===== src/rtl/htg_pkg.sv =====
package htg_pkg;

  localparam int POS_W = 16;
  localparam int REG_W = 8;

  typedef logic [POS_W-1:0] pos_t;
  typedef logic [REG_W-1:0] reg_t;

  typedef enum logic [2:0] {
    F_CLAMP_ON  = 3'd0,
    F_CLAMP_OFF = 3'd1,
    F_IND_ON    = 3'd2,
    F_IND_OFF   = 3'd3,
    F_HS_AT     = 3'd4
  } field_e;

  typedef struct packed {
    reg_t clamp_on;
    reg_t clamp_off;
    reg_t ind_on;
    reg_t ind_off;
    reg_t hs_at;
  } bank_t;

  // Register value to clock position.
  function automatic pos_t step_pos(input reg_t v, input int step);
    return pos_t'(int'(v) * step);
  endfunction

  // Addition modulo the line length.
  function automatic pos_t wrap_add(input pos_t a, input pos_t b, input pos_t len);
    logic [POS_W:0] s;
    s = {1'b0, a} + {1'b0, b};
    if (s >= {1'b0, len}) s = s - {1'b0, len};
    return s[POS_W-1:0];
  endfunction

  // Start/end window; end below start wraps, equal means empty.
  function automatic logic in_window(input pos_t pos, input pos_t on, input pos_t off);
    if (on == off)     return 1'b0;
    else if (on < off) return (pos >= on) && (pos < off);
    else               return (pos >= on) || (pos < off);
  endfunction

  // Fixed-width window starting at 'at', wrapping across the line end.
  function automatic logic fixed_window(input pos_t pos, input pos_t at,
                                        input pos_t width, input pos_t len);
    pos_t d;
    if (pos >= at) d = pos - at;
    else           d = pos + len - at;
    return d < width;
  endfunction

endpackage


===== src/rtl/htg_reset_gate.sv =====
module htg_reset_gate #(
  parameter int MIN_LOW = 30
) (
  input  logic clk,
  input  logic rst_n,
  output logic core_rst
);
  localparam int CW = $clog2(MIN_LOW + 1);

  logic [CW-1:0] low_cnt;

  always_ff @(posedge clk) begin
    if (rst_n)
      low_cnt <= '0;
    else if (low_cnt != CW'(MIN_LOW))
      low_cnt <= low_cnt + 1'b1;
  end

  // Qualified on the MIN_LOW-th consecutive low edge.
  assign core_rst = !rst_n && (low_cnt >= CW'(MIN_LOW - 1));

endmodule


===== src/rtl/htg_line_counter.sv =====
module htg_line_counter
  import htg_pkg::*;
#(
  parameter int LINE50 = 1728,
  parameter int LINE60 = 1716
) (
  input  logic clk,
  input  logic rst,
  input  logic mode60_act,
  output pos_t hcount,
  output logic line_end
);
  pos_t len;

  assign len      = mode60_act ? pos_t'(LINE60) : pos_t'(LINE50);
  assign line_end = (hcount == len - pos_t'(1));

  always_ff @(posedge clk) begin
    if (rst)           hcount <= '0;
    else if (line_end) hcount <= '0;
    else               hcount <= hcount + pos_t'(1);
  end

endmodule


===== src/rtl/htg_cfg_regs.sv =====
module htg_cfg_regs
  import htg_pkg::*;
#(
  parameter int AW = 4
) (
  input  logic          clk,
  input  logic          rst,
  input  logic          wr_en,
  input  logic [AW-1:0] wr_addr,
  input  reg_t          wr_data,
  input  logic          mode60_req,
  input  logic          line_end,
  output bank_t         act_cfg,
  output logic          act_mode60
);
  localparam int NBANK = 2;

  bank_t stage_w [NBANK];

  for (genvar b = 0; b < NBANK; b++) begin : g_bank
    bank_t q;
    logic  hit;

    assign hit = wr_en && (wr_addr[AW-1] == b[0]);

    always_ff @(posedge clk) begin
      if (rst) begin
        q <= '0;
      end else if (hit) begin
        case (field_e'(wr_addr[2:0]))
          F_CLAMP_ON:  q.clamp_on  <= wr_data;
          F_CLAMP_OFF: q.clamp_off <= wr_data;
          F_IND_ON:    q.ind_on    <= wr_data;
          F_IND_OFF:   q.ind_off   <= wr_data;
          F_HS_AT:     q.hs_at     <= wr_data;
          default:     q           <= q;
        endcase
      end
    end

    assign stage_w[b] = q;
  end

  // Shadow copy: settings and mode change only at a line boundary.
  always_ff @(posedge clk) begin
    if (rst) begin
      act_cfg    <= '0;
      act_mode60 <= 1'b0;
    end else if (line_end) begin
      act_cfg    <= stage_w[mode60_req];
      act_mode60 <= mode60_req;
    end
  end

  if (AW > 4) begin : g_unused
    logic unused_hi;
    assign unused_hi = ^wr_addr[AW-2:3];
  end

endmodule


===== src/rtl/htg_pulse_gen.sv =====
module htg_pulse_gen
  import htg_pkg::*;
#(
  parameter int LINE50    = 1728,
  parameter int LINE60    = 1716,
  parameter int STEP      = 8,
  parameter int HS_W      = 128,
  parameter int HREF_ST50 = 150,
  parameter int HREF_ST60 = 180,
  parameter int SMP50     = 768,
  parameter int SMP60     = 640,
  parameter int CPS       = 2
) (
  input  logic  clk,
  input  logic  rst,
  input  pos_t  hcount,
  input  bank_t act_cfg,
  input  logic  act_mode60,
  output logic  clamp_q,
  output logic  ind_q,
  output logic  hs_q,
  output logic  href_q
);
  localparam int HREF_LEN50 = SMP50 * CPS;
  localparam int HREF_LEN60 = SMP60 * CPS;

  pos_t len, href_on, href_off;
  logic clamp_d, ind_d, hs_d, href_d;

  always_comb begin
    len      = act_mode60 ? pos_t'(LINE60) : pos_t'(LINE50);
    href_on  = act_mode60 ? pos_t'(HREF_ST60) : pos_t'(HREF_ST50);
    href_off = wrap_add(href_on,
                        act_mode60 ? pos_t'(HREF_LEN60) : pos_t'(HREF_LEN50), len);
    clamp_d  = in_window(hcount, step_pos(act_cfg.clamp_on, STEP),
                         step_pos(act_cfg.clamp_off, STEP));
    ind_d    = in_window(hcount, step_pos(act_cfg.ind_on, STEP),
                         step_pos(act_cfg.ind_off, STEP));
    hs_d     = fixed_window(hcount, step_pos(act_cfg.hs_at, STEP), pos_t'(HS_W), len);
    href_d   = in_window(hcount, href_on, href_off);
  end

  always_ff @(posedge clk) begin
    if (rst) begin
      clamp_q <= 1'b0;
      ind_q   <= 1'b0;
      hs_q    <= 1'b0;
      href_q  <= 1'b0;
    end else begin
      clamp_q <= clamp_d;
      ind_q   <= ind_d;
      hs_q    <= hs_d;
      href_q  <= href_d;
    end
  end

endmodule


===== src/rtl/htg_top.sv =====
module htg_top
  import htg_pkg::*;
#(
  parameter int LINE50    = 1728,
  parameter int LINE60    = 1716,
  parameter int STEP      = 8,
  parameter int HS_W      = 128,
  parameter int HREF_ST50 = 150,
  parameter int HREF_ST60 = 180,
  parameter int SMP50     = 768,
  parameter int SMP60     = 640,
  parameter int CPS       = 2,
  parameter int MIN_LOW   = 30,
  parameter int AW        = 4
) (
  input  logic          clk,
  input  logic          rst_n,
  input  logic          mode60,
  input  logic          side_drive,
  input  logic          wr_en,
  input  logic [AW-1:0] wr_addr,
  input  logic [7:0]    wr_data,
  output logic          clamp_o,
  output logic          ind_o,
  output logic          hs_o,
  output logic          href_o,
  output logic          side_oe,
  output logic          timing_oe
);
  // Named internal events, observed by the bound checker.
  logic  core_rst;
  logic  line_end;
  logic  act_mode60;
  pos_t  hcount;
  bank_t act_cfg;

  htg_reset_gate #(.MIN_LOW(MIN_LOW)) u_rst (
    .clk      (clk),
    .rst_n    (rst_n),
    .core_rst (core_rst)
  );

  htg_line_counter #(.LINE50(LINE50), .LINE60(LINE60)) u_cnt (
    .clk        (clk),
    .rst        (core_rst),
    .mode60_act (act_mode60),
    .hcount     (hcount),
    .line_end   (line_end)
  );

  htg_cfg_regs #(.AW(AW)) u_regs (
    .clk        (clk),
    .rst        (core_rst),
    .wr_en      (wr_en && !core_rst),
    .wr_addr    (wr_addr),
    .wr_data    (wr_data),
    .mode60_req (mode60),
    .line_end   (line_end),
    .act_cfg    (act_cfg),
    .act_mode60 (act_mode60)
  );

  htg_pulse_gen #(
    .LINE50(LINE50), .LINE60(LINE60), .STEP(STEP), .HS_W(HS_W),
    .HREF_ST50(HREF_ST50), .HREF_ST60(HREF_ST60),
    .SMP50(SMP50), .SMP60(SMP60), .CPS(CPS)
  ) u_pulse (
    .clk        (clk),
    .rst        (core_rst),
    .hcount     (hcount),
    .act_cfg    (act_cfg),
    .act_mode60 (act_mode60),
    .clamp_q    (clamp_o),
    .ind_q      (ind_o),
    .hs_q       (hs_o),
    .href_q     (href_o)
  );

  // Drivers release at once on a low reset pin, without qualification.
  assign timing_oe = rst_n;
  assign side_oe   = rst_n && side_drive;

endmodule


===== config.mk =====
export PLATFORM = sky130hd
export DESIGN_NAME = htg_top
export DESIGN_NICKNAME = d
export VERILOG_FILES = /design/src/rtl/htg_pkg.sv /design/src/rtl/htg_reset_gate.sv /design/src/rtl/htg_line_counter.sv /design/src/rtl/htg_cfg_regs.sv /design/src/rtl/htg_pulse_gen.sv /design/src/rtl/htg_top.sv
export SDC_FILE = /design/constraint.sdc
export NUM_CORES = 1
export LEC_CHECK = 0
export BUFFER_PORTS_ARGS = -buffer_cell sky130_fd_sc_hd__buf_2
export CORE_MARGIN = 2
export CORE_UTILIZATION = 55
export CTS_CLUSTER_SIZE = 28
export DETAILED_ROUTE_END_ITERATION = 6
export PLACE_DENSITY = 0.79
export RECOVER_POWER = 25
export SETUP_SLACK_MARGIN = 0.5
export SYNTH_ARGS = -nofsm -noshare
export SYNTH_HDL_FRONTEND = slang
export SYNTH_HIERARCHICAL = 1
export SYNTH_SLANG_ARGS = --single-unit
export TNS_END_PERCENT = 5

===== constraint.sdc =====
create_clock -name clk -period 4.3 [get_ports clk]
set_clock_uncertainty 0.15 [all_clocks]
set_input_delay 0.645 -clock clk [delete_from_list [all_inputs] [get_ports clk]]
set_output_delay 0.645 -clock clk [all_outputs]
set_load 0.02 [all_outputs]

==> reports/metrics.yaml, run 1 <==
outcome:
  status: "finished clean"
floorplanning:
  start_util_pct: 56.2
  die_h_um: 131
  core_um2: 15800
  die_area_um2: 17200
  boundaryPins: 23
  rows: 46
  fp.dieW_um: 131
cts:
  cts-root-buf: "clkbuf_16"
  ctsHtreeMaxLevel: 4
  cts_tree: "done"
  numCtsBuffers: 17
  insertion_delay_ps: 430
  clockBufferDepth: 2
  post_cts_buffers: 0
  clock_sinks: 146
  clk_pin_slew_ps: 60
hold_path:
  hp-class: "reg2reg"
grt:
  grt_max_degree: 89
  grt-ovfl-total: 0
  grt_pass1_wl_um: 33100
  grt_pass1_vias: 6679
  antenna_found_initial: 0
  grt_use_total_pct: 23.7
placed_design:
  place.gp.congestion: 0.908
  port_buffers: 22
  dp_slack_ps: 366
  hpwl_um: 14000
synthesis:
  synth_ff_type: "dfxtp_1"
  synthXorXnorAreaFrac_pct: 2.07
  synth_compound_area_share_pct: 12.5
  synthArstFlopShare_pct: 0
  syn_inst: 966
  ys_seq_area_share_pct: 32.9
  ys_ff_latch: 146
  synth_adder_area_share_pct: 13.0
  ys_types: 82
  netlist_area_um2: 8900
  synth_top_family_by_area: "simple AND/OR/NAND/NOR gates"
  synth_nets: 1073
  syn_area_per_cell_um2: 9.21
  synth_warnings: 6
  synth_edf_count: 0
  synthSimpleGateAreaFrac_pct: 19.6
  yosys-mux-area-fraction_pct: 14.1
timing:
  rsz0062_at_grt: "no"
  setup-tns-final_ps: 0
  max_slew_margin_pct: 47.7
  period_needed_ps: 3660
  period_share_pct: 85.1
  setup_viol: 0
  hold_viol: 0
  fmax_mhz: 273
  finalWorstSetupSlack_ps: 642
  maxSlewViolCount: 0
  worstMarginPinSlew_ps: 784
setup_path:
  crit_family: "compound AO/OA/AOI/OAI gates"
  critPathMaxStageDelay_ps: 560
  critPathSlowestCell: "or4_1"
  setup.worst_path.start_class: "flop"
  crit_chain: "inv_1 -> ha_1 -> ha_1 -> o21ai_0 -> a21oi_1 -> o22ai_4 -> and3b_1 -> a2111oi_2 -> o2111ai_1 -> or4_1 -> o31ai_2"
  cp.required_ps: 4490
  critPathMaxFanout: 10
  cp_num_buf_inv: 1
  critPathArrivalTime_ps: 3850
  path_class: "reg2reg"
  crit_path_end_kind: "flop"
  crit_path_frequent_cell: "ha_1"
final_layout:
  final_nets: 1080
  antennaDiodeCount: 0
  regArea_um2: 2930
  area_growth_syn_to_layout_pct: 8.99
  fillers: 1354
  multi_input_area_um2: 5410
  final_layout_size_suffix_gt1_share_pct: 9.63
power:
  static-leakage-power_nw: 4.75
  ir_drop_mv: 0.394
  p_per_area_nw_per_um2: 484
route:
  dr.pass1.iters: 4
  routed_wl_um: 20300
  drc: 0
  vias_per_cell: 5.72
  wl_per_cell_um: 16.9
  drt_iter0_markers: 469
  antenna_left: 0
  vias: 6876
job:
  cap_violations: 0
==> synthesized netlist by cell type, drive strengths merged, types with 3 or more instances <==
master  instances  area, µm²
nor2b          11       83.8
nor3b           3       38.8
nand4          16        143
o21ai          18       90.1
dfxtp         146       2920
o211ai          4       30.0
a211oi         46        350
nand2b         92        576
o21a           10       75.1
ha             86       1080
a31oi           6       37.5
nor3           19       95.1
nor2           94        360
nand4b          3       32.5
inv            77        289
fa              4       80.1
nand3          18        105
nor4            6       43.8
o31ai           3       27.5
xnor2          15        131
nand2          23       93.8
a211o           5       43.8
a311oi          3       32.5
a21o            8       60.1
mux2i         123       1230
or4             3       22.5
xor2            6       52.6
and2b           4       35.0
buf            22        136
a21oi          25        125
clkbuf         25       98.9
and3            3       21.3
==> cell families after synthesis <==
group                      after synthesis
DFF                                    146
and+or+nand+nor                        307
adders and majority gates               90
buffers and inverters                  124
AOI/OAI and AO/OA                      153
xor gates and xnor gates                21
muxes                                  125
==> cell type report <==
| cell class | instances | share of cell area (%) |
|---|---|---|
| multi-input combinational | 696 | 55.8 |
| timing repair buffer | 35 | 2.17 |
| inverter | 77 | 2.98 |
| clock inverter | 13 | 1.54 |
| sequential | 146 | 30.2 |
| tap | 216 | 2.79 |
| clock buffer | 19 | 4.57 |
==> power breakdown <==
part / total [W] / switching [W] / internal (W)
clock: 0.00148 / 0.000604 / 0.000879
combinational: 0.00142 / 0.000797 / 0.000620
sequential: 0.00179 / 0.000177 / 0.00162
==> metrics by stage <==
step	hold WS (ps)	util, %	power (W)	area, µm²	instances
floorplan	298	-	0.00283	8900	966
global placement	311	57.9	0.00312	9170	1170
detailed placement	317	57.9	0.00318	9170	1170
CTS	324	61.7	0.00468	9760	1202
global route	346	61.3	0.00498	9700	1202
finish	327	61.3	0.00469	9700	1202
==> path summary, 6_finish.rpt <==
path	from	to	slack (ps)	cells past startpoint
worst max-delay path	u_cnt/hcount[3]$_SDFF_PP0_	u_pulse/hs_q$_SDFF_PP0_	640	11
worst min register to register	u_regs/g_bank[0].q[0]$_SDFFE_PP0P_	u_regs/g_bank[0].q[0]$_SDFFE_PP0P_	330	2
worst max register to register	u_cnt/hcount[3]$_SDFF_PP0_	u_pulse/hs_q$_SDFF_PP0_	640	11
worst min-delay path	u_regs/g_bank[0].q[0]$_SDFFE_PP0P_	u_regs/g_bank[0].q[0]$_SDFFE_PP0P_	330	2
==> per-layer routing <==
| metal | up-vias | global-route usage (%) | share of wire, % |
|---|---|---|---|
| met2 | 166 | 39.5 | 47 |
| met5 | - | 0 | 0 |
| li1 | 3406 | - | - |
| met4 | 0 | 9.18 | 2.2 |
| met1 | 3271 | 30.5 | 46 |
| met3 | 33 | 4.21 | 4.1 |
==> what timing repair did <==
| item | CTS | global route |
|---|---|---|
| resized for setup | 2 | 4 |
| hold buffers | 0 | 0 |
| setup endpoints to repair | 1 | 1 |
==> placed cells by master, fill, tap and decap left out, types with 11 or more instances in the layout <==
cell and instances:
nand2b_1 92, a211oi_1 45, nand3_1 17, inv_1 76, nor2_1 90, mux2i_1 123, nand4_1 15, a21oi_1 25
nand2_1 21, clkbuf_16 17, ha_1 86, dfxtp_1 143, buf_4 11, o21ai_0 17, xnor2_1 15, nor3_1 19
buf_2 16
==> sequential cells by signal, summed over array words and instances, names as in the netlist <==
register and count:
u_cnt/hcount 16, u_pulse/clamp_q 1, u_pulse/href_q 1, u_pulse/hs_q 1
u_pulse/ind_q 1, u_regs/act_cfg 40, u_regs/act_mode60 1, u_regs/g_bank.q 80
u_rst/low_cnt 5
==> worst min-delay path, cell delays in order, from the launching register on <==
cell and delay (ps):
dfxtp_1 310, nand2b_1 60, mux2i_1 60
(Power assumes the default switching activity.)
==> run 2: changes to the inputs <==
BUFFER_PORTS_ARGS = -buffer_cell sky130_fd_sc_hd__buf_4   (was -buffer_cell sky130_fd_sc_hd__buf_2)
==> run 2 against run 1 <==
Effect of this change: the flow now finishes with violations (max-capacitance violations, max-slew violations); register-to-register slack improved by 30 ps; critical path depth rose by 1; die area did not move; clock power barely moved; global-route usage fell by 0.58 points; sequential power barely moved; via count rose by 0.48%; core utilization rose by 0.51 points; routed wire length fell by 2.0%; sequential cell count did not move; final area rose by 0.83%; total power rose by 0.79%; critical path type unchanged; critical endpoint unchanged; highest routed layer unchanged.
==> reports/metrics.yaml, run 2 (synthesis results as in run 1) <==
outcome:
  status: "finished with violations"  # was finished clean
  violations: "max-capacitance violations, max-slew violations"
floorplanning:
  boundaryPins: 23  # unchanged
  core_um2: 15800  # unchanged
  fp.dieW_um: 131  # unchanged
  rows: 46  # unchanged
  die_area_um2: 17200  # unchanged
  die_h_um: 131  # unchanged
  start_util_pct: 56.2  # unchanged
power:
  p_sw_share_pct: 33.8  # was 33.6%
  p_int_w: 0.00313  # was 0.00312 W
  static-leakage-power_nw: 4.77  # was 4.75 nW
  p_clk_share_pct: 32.0  # was 31.6%
  p_per_area_nw_per_um2: 484  # about the same
  p_seq_share_pct: 37.9  # was 38.2%
  power_switching_w: 0.00160  # was 0.00158 W
  ir_drop_mv: 0.321  # was 0.394 mV
  p_comb_share_pct: 30.1  # was 30.2%
final_layout:
  final_cell_mix: "dfxtp_1 (145), mux2i_1 (123), nand2b_1 (92)"  # was dfxtp_1 (143), mux2i_1 (123), nand2b_1 (92)
  area_growth_syn_to_layout_pct: 9.89  # was 8.99%
  largest_register_ff_count: 80  # unchanged
  reg_top3: "u_regs/g_bank.q x80, u_regs/act_cfg x40, u_cnt/hcount x16"  # unchanged
  top_register: "u_regs/g_bank.q"  # unchanged
  final_common_cell: "dfxtp_1"  # unchanged
  final_nets: 1078  # was 1,080
  finish.utilization_pct: 61.8  # was 61.3%
  fin_area_um2: 9780  # was 9700 µm²
  final_layout_size_suffix_gt1_share_pct: 9.76  # was 9.63%
  antennaDiodeCount: 0  # unchanged
timing:
  period_share_pct: 84.4  # was 85.1%
  period_needed_ps: 3630  # was 3660 ps
  rsz0062_at_grt: "no"  # unchanged
  worstMarginPinSlew_ps: 1660  # was 784 ps
  maxSlewViolCount: 24  # was 0
  hold_viol: 0  # unchanged
  max_slew_margin_pct: -10.8  # was 47.7%
  fmax_mhz: 276  # was 273 MHz
  setup-tns-final_ps: 0  # unchanged
  setup_viol: 0  # unchanged
placed_design:
  hpwl_um: 13600  # was 14,000 µm
  port_buffers: 22  # unchanged
  place_area_um2: 9220  # was 9170 µm²
  place.gp.congestion: 0.887  # was 0.908
cts:
  clk_pin_slew_ps: 70  # was 60 ps
  insertion_delay_ps: 430  # about the same
  cts-root-buf: "clkbuf_16"  # unchanged
  post_cts_buffers: 0  # unchanged
  numCtsBuffers: 17  # unchanged
  ctsHtreeMaxLevel: 4  # unchanged
  clockBufferDepth: 2  # unchanged
  ctsHoldBuffers: 0  # unchanged
  cts_tree: "done"  # unchanged
  clock_sinks: 146  # unchanged
hold_path:
  hp-class: "in2reg"  # was reg2reg
setup_path:
  cp.required_ps: 4490  # about the same
  reg2reg_to: "u_pulse/hs_q$_SDFF_PP0_"  # unchanged
  reg2reg_depth: 12  # was 11
  timing.critical_path.from: "u_cnt/hcount[2]$_SDFF_PP0_"  # was u_cnt/hcount[3]$_SDFF_PP0_
  crit_path_end_kind: "flop"  # unchanged
  cp-endpoint: "u_pulse/hs_q$_SDFF_PP0_"  # unchanged
  r2r-start: "u_cnt/hcount[2]$_SDFF_PP0_"  # was u_cnt/hcount[3]$_SDFF_PP0_
  path_class: "reg2reg"  # unchanged
  critPathArrivalTime_ps: 3820  # was 3850 ps
  ff2ff_setup_slack_ps: 670  # was 640 ps
  critPathMaxFanout: 11  # was 10
  setup.worst_path.start_class: "flop"  # unchanged
route:
  routed_wl_um: 19900  # was 20,300 µm
  vias_per_cell: 5.76  # was 5.72
  vias: 6909  # was 6,876
  dr.pass1.iters: 7  # was 4
  wl_per_cell_um: 16.6  # was 16.9 µm
  antenna_left: 0  # unchanged
  drt_iter0_markers: 344  # was 469
  drc: 0  # unchanged
grt:
  grt_pass1_vias: 6507  # was 6,679
  grt-ovfl-total: 0  # unchanged
  antenna_found_initial: 0  # unchanged
  grt_max_degree: 136  # was 89
  grt_pass1_wl_um: 32300  # was 33,100 µm
  grt_use_total_pct: 23.1  # was 23.7%
job:
  cap_violations: 1  # was 0
## run 2: area by class of cell
type                       instances  area [µm²]
sequential                       146        2920
fill                            1319        6050
timing repair buffer              33         250
tap                              216         270
clock inverter                    14         168
multi-input combinational        696        5440
clock buffer                      18         439
inverter                          77         289
## run 2: metal layers
layer | global-route usage [%] | part of all wire (%) | vias up
li1 | - | - | 3399
met1 | 30.2 | 47 | 3329
met2 | 37.7 | 46 | 146
met3 | 4.09 | 3.6 | 35
met4 | 9.66 | 2.6 | 0
met5 | 0 | 0 | -
## run 2: what timing repair did
| action | CTS | global route |
|---|---|---|
| endpoints found under the setup margin | 1 | 1 |
| endpoints found under the hold margin | 0 | 0 |
| resized for setup | 1 | 2 |
## run 2: how the worst min path moves through the flow
stage                     depth (start not counted)                                 from  slack (ps)                                   to
after floorplan                                   2  u_regs/g_bank[0].q[10]$_SDFFE_PP0P_         300  u_regs/g_bank[0].q[10]$_SDFFE_PP0P_
after global placement                            2  u_regs/g_bank[1].q[14]$_SDFFE_PP0P_         310  u_regs/g_bank[1].q[14]$_SDFFE_PP0P_
after detailed placement                          2  u_regs/g_bank[0].q[30]$_SDFFE_PP0P_         320  u_regs/g_bank[0].q[30]$_SDFFE_PP0P_
after CTS                                         2                                rst_n         280        u_rst/low_cnt[1]$_SDFFE_PP0P_
after global routing                              2                                rst_n         280        u_rst/low_cnt[1]$_SDFFE_PP0P_
final                                             2                                rst_n         290        u_rst/low_cnt[1]$_SDFFE_PP0P_
## run 2: stage by stage
stage,instances,setup WS (ps),hold WS (ps),power [W]
4_1_cts,1200,585,280,0.00472
3_3_place_gp,1168,538,311,0.00312
5_1_grt,1200,558,283,0.00500
2_1_floorplan,966,747,298,0.00283
3_5_place_dp,1168,461,315,0.00319
6_report,1200,671,288,0.00473
## run 2: critical path: stages, from the launching register on
cell       delay, ps
dfxtp_1          560
inv_1            150
ha_1             300
inv_1             50
ha_1             290
or2_2            290
a21oi_1          250
o22ai_4          150
and3b_1          200
a2111oi_2        270
o2111ai_1        160
or4_1            570
o31ai_2          180
## run 2: power groups by stage
| stage | clock, W | sequential, W | combinational, W |
|---|---|---|---|
| 3_5_place_dp | 0 | 0.00182 | 0.00137 |
| 6_report | 0.00151 | 0.00179 | 0.00143 |
| 2_1_floorplan | 0 | 0.00181 | 0.00102 |
| 4_1_cts | 0.00153 | 0.00179 | 0.00140 |
| 5_1_grt | 0.00159 | 0.00182 | 0.00158 |
| 3_3_place_gp | 0 | 0.00180 | 0.00131 |
==> run 3: changes to the inputs <==
PLACE_DENSITY = 0.81   (was 0.79)
clock period = 3.3 ns   (was 4.3 ns; I/O delays follow)
==> run 3 against run 2 <==
Effect of this change: the run now ends clean; core utilization rose by 1.4 points; sequential cell count unchanged; critical endpoint unchanged; largest power group unchanged; die area unchanged; non-clock buffer count increased by 21; cell count grew 1.8%; clock power grew 24%; sequential power grew 28%; via count is 1.7% higher; setup slack got worse by 650 ps.
==> reports/metrics.yaml, run 3 (synthesis results as in run 1) <==
final_layout:
  fin_area_um2: 10000  # was 9780 µm²
  final_nets: 1099  # was 1,078
  multi_input_area_um2: 5520  # was 5440 µm²
  regArea_um2: 2940  # was 2920 µm²
  antennaDiodeCount: 0  # unchanged
  fillers: 1266  # was 1,319
  layout.cells.non_filler: 1221  # was 1,200
  area_growth_syn_to_layout_pct: 12.4  # was 9.89%
  final_common_cell: "dfxtp_1"  # unchanged
  final_cell_mix: "dfxtp_1 (138), mux2i_1 (123), nand2b_1 (92)"  # was dfxtp_1 (145), mux2i_1 (123), nand2b_1 (92)
  reg_top3: "u_regs/g_bank.q x80, u_regs/act_cfg x40, u_cnt/hcount x16"  # unchanged
  top_register: "u_regs/g_bank.q"  # unchanged
  largest_register_ff_count: 80  # unchanged
  final_layout_size_suffix_gt1_share_pct: 13.5  # was 9.76%
route:
  drc: 0  # unchanged
  drt_iter0_markers: 406  # was 344
  antenna_left: 0  # unchanged
  wl_per_cell_um: 16.9  # was 16.6 µm
  routed_wl_um: 20600  # was 19,900 µm
  vias_per_cell: 5.75  # was 5.76
  vias: 7026  # was 6,909
  dr.pass1.iters: 5  # was 7
setup_path:
  cp-endpoint: "u_pulse/hs_q$_SDFF_PP0_"  # unchanged
  ff2ff_setup_slack_ps: 20  # was 670 ps
  critPathMaxFanout: 7  # was 11
  r2r-start: "u_regs/act_mode60$_SDFFE_PP0P_"  # was u_cnt/hcount[2]$_SDFF_PP0_
  cp.required_ps: 3500  # was 4490 ps
  critPathArrivalTime_ps: 3480  # was 3820 ps
  timing.critical_path.from: "u_regs/act_mode60$_SDFFE_PP0P_"  # was u_cnt/hcount[2]$_SDFF_PP0_
  crit_path_end_kind: "flop"  # unchanged
  reg2reg_depth: 12  # unchanged
  path_class: "reg2reg"  # unchanged
  reg2reg_to: "u_pulse/hs_q$_SDFF_PP0_"  # unchanged
  setup.worst_path.start_class: "flop"  # unchanged
timing:
  fmax_mhz: 305  # was 276 MHz
  period_share_pct: 99.5  # was 84.4%
  max_slew_margin_pct: 13.0  # was -10.8%
  hold_viol: 0  # unchanged
  worstMarginPinSlew_ps: 1300  # was 1660 ps
  rsz0062_at_grt: "yes"  # was no
  maxSlewViolCount: 0  # was 24
  period_needed_ps: 3280  # was 3630 ps
  setup_viol: 0  # unchanged
  setup-tns-final_ps: 0  # unchanged
power:
  p_comb_share_pct: 33.0  # was 30.1%
  p_sw_share_pct: 34.4  # was 33.8%
  p_seq_share_pct: 37.0  # was 37.9%
  p_int_w: 0.00409  # was 0.00313 W
  p_clk_share_pct: 30.1  # was 32.0%
  ir_drop_mv: 0.404  # was 0.321 mV
  static-leakage-power_nw: 4.88  # was 4.77 nW
  power_switching_w: 0.00214  # was 0.00160 W
  p_per_area_nw_per_um2: 622  # was 484 nW/µm²
grt:
  grt_max_degree: 136  # unchanged
  grt_use_total_pct: 24.0  # was 23.1%
  antenna_found_initial: 0  # unchanged
  grt-ovfl-total: 0  # unchanged
  grt_pass1_wl_um: 33800  # was 32,300 µm
  grt_pass1_vias: 6928  # was 6,507
cts:
  ctsHtreeMaxLevel: 4  # unchanged
  clk_pin_slew_ps: 70  # about the same
  insertion_delay_ps: 420  # was 430 ps
  cts-root-buf: "clkbuf_16"  # unchanged
  clockBufferDepth: 2  # unchanged
  numCtsBuffers: 17  # unchanged
  ctsHoldBuffers: 0  # unchanged
  clock_sinks: 146  # unchanged
  cts_tree: "done"  # unchanged
floorplanning:
  core_um2: 15800  # unchanged
  fp.dieW_um: 131  # unchanged
  rows: 46  # unchanged
  die_h_um: 131  # unchanged
  die_area_um2: 17200  # unchanged
  boundaryPins: 23  # unchanged
  start_util_pct: 56.2  # unchanged
job:
  cap_violations: 0  # was 1
placed_design:
  port_buffers: 22  # unchanged
  placed_cells: 1188  # was 1,168
  place_area_um2: 9430  # was 9220 µm²
  hpwl_um: 14100  # was 13,600 µm
  place.gp.congestion: 0.897  # was 0.887
outcome:
  status: "finished clean"  # was finished with violations
hold_path:
  hp-class: "in2reg"  # unchanged
## run 3: through the flow
stage	total power, W	util, %	worst slack, ps	hold slack [ps]
2_1_floorplan	0.00374	-	131	298
3_3_place_gp	0.00420	59.6	19.7	309
3_5_place_dp	0.00427	59.6	2.19	316
4_1_cts	0.00622	63.4	53.2	133
5_1_grt	0.00660	63.2	-77.8	283
6_report	0.00623	63.2	17.9	271
## run 3: worst min path at each step
stage / startpoint / end / slack [ps] / depth (start not counted)
finish: rst_n / u_rst/low_cnt[0]$_SDFFE_PP0P_ / 270 / 2
global route: wr_addr[2] / u_regs/g_bank[0].q[16]$_SDFFE_PP0P_ / 280 / 3
CTS: rst_n / u_rst/low_cnt[1]$_SDFFE_PP0P_ / 130 / 2
detailed placement: u_regs/g_bank[1].q[10]$_SDFFE_PP0P_ / u_regs/g_bank[1].q[10]$_SDFFE_PP0P_ / 320 / 2
global placement: u_regs/g_bank[0].q[11]$_SDFFE_PP0P_ / u_regs/g_bank[0].q[11]$_SDFFE_PP0P_ / 310 / 2
floorplan: u_regs/g_bank[0].q[10]$_SDFFE_PP0P_ / u_regs/g_bank[0].q[10]$_SDFFE_PP0P_ / 300 / 2
## run 3: cell type report
class	count	share of cell area, %
multi-input cells	696	55.2
flip-flops and latches	146	29.4
clock buffers	17	4.25
repair buffers	54	4.08
inverters	77	2.91
well taps	216	2.70
clock inverters	15	1.48
## run 3: power groups by stage
stage	Sequential [W]	Combinational [W]	Clock, W
final	0.00230	0.00205	0.00187
after global routing	0.00234	0.00229	0.00197
after CTS	0.00230	0.00202	0.00190
after detailed placement	0.00234	0.00194	0
after global placement	0.00232	0.00188	0
after floorplan	0.00237	0.00137	0
## run 3: worst max-delay path: stages, from the launching register on
cell	delay, ps
dfxtp_4	380
inv_4	40
fa_1	550
inv_2	50
ha_4	210
o21a_1	170
o21a_1	200
o22ai_4	260
nor2_2	70
a2111oi_2	350
o2111ai_1	150
or4_1	430
o31ai_2	170
## run 3: what timing repair did
action | 4_1_cts | 5_1_grt
pin swaps | 1 | 2
setup buffers | 1 | 0
gates resized for setup | 3 | 5
setup endpoints to repair | 2 | 9
## run 3: layer usage
metal  global-route usage [%]  share of wire, %  vias to the layer above
met4                     9.90               2.6                        0
met2                     40.9                48                      167
met5                        0                 0                        -
li1                         -                 -                     3439
met3                     4.17               3.9                       45
met1                     30.1                46                     3375
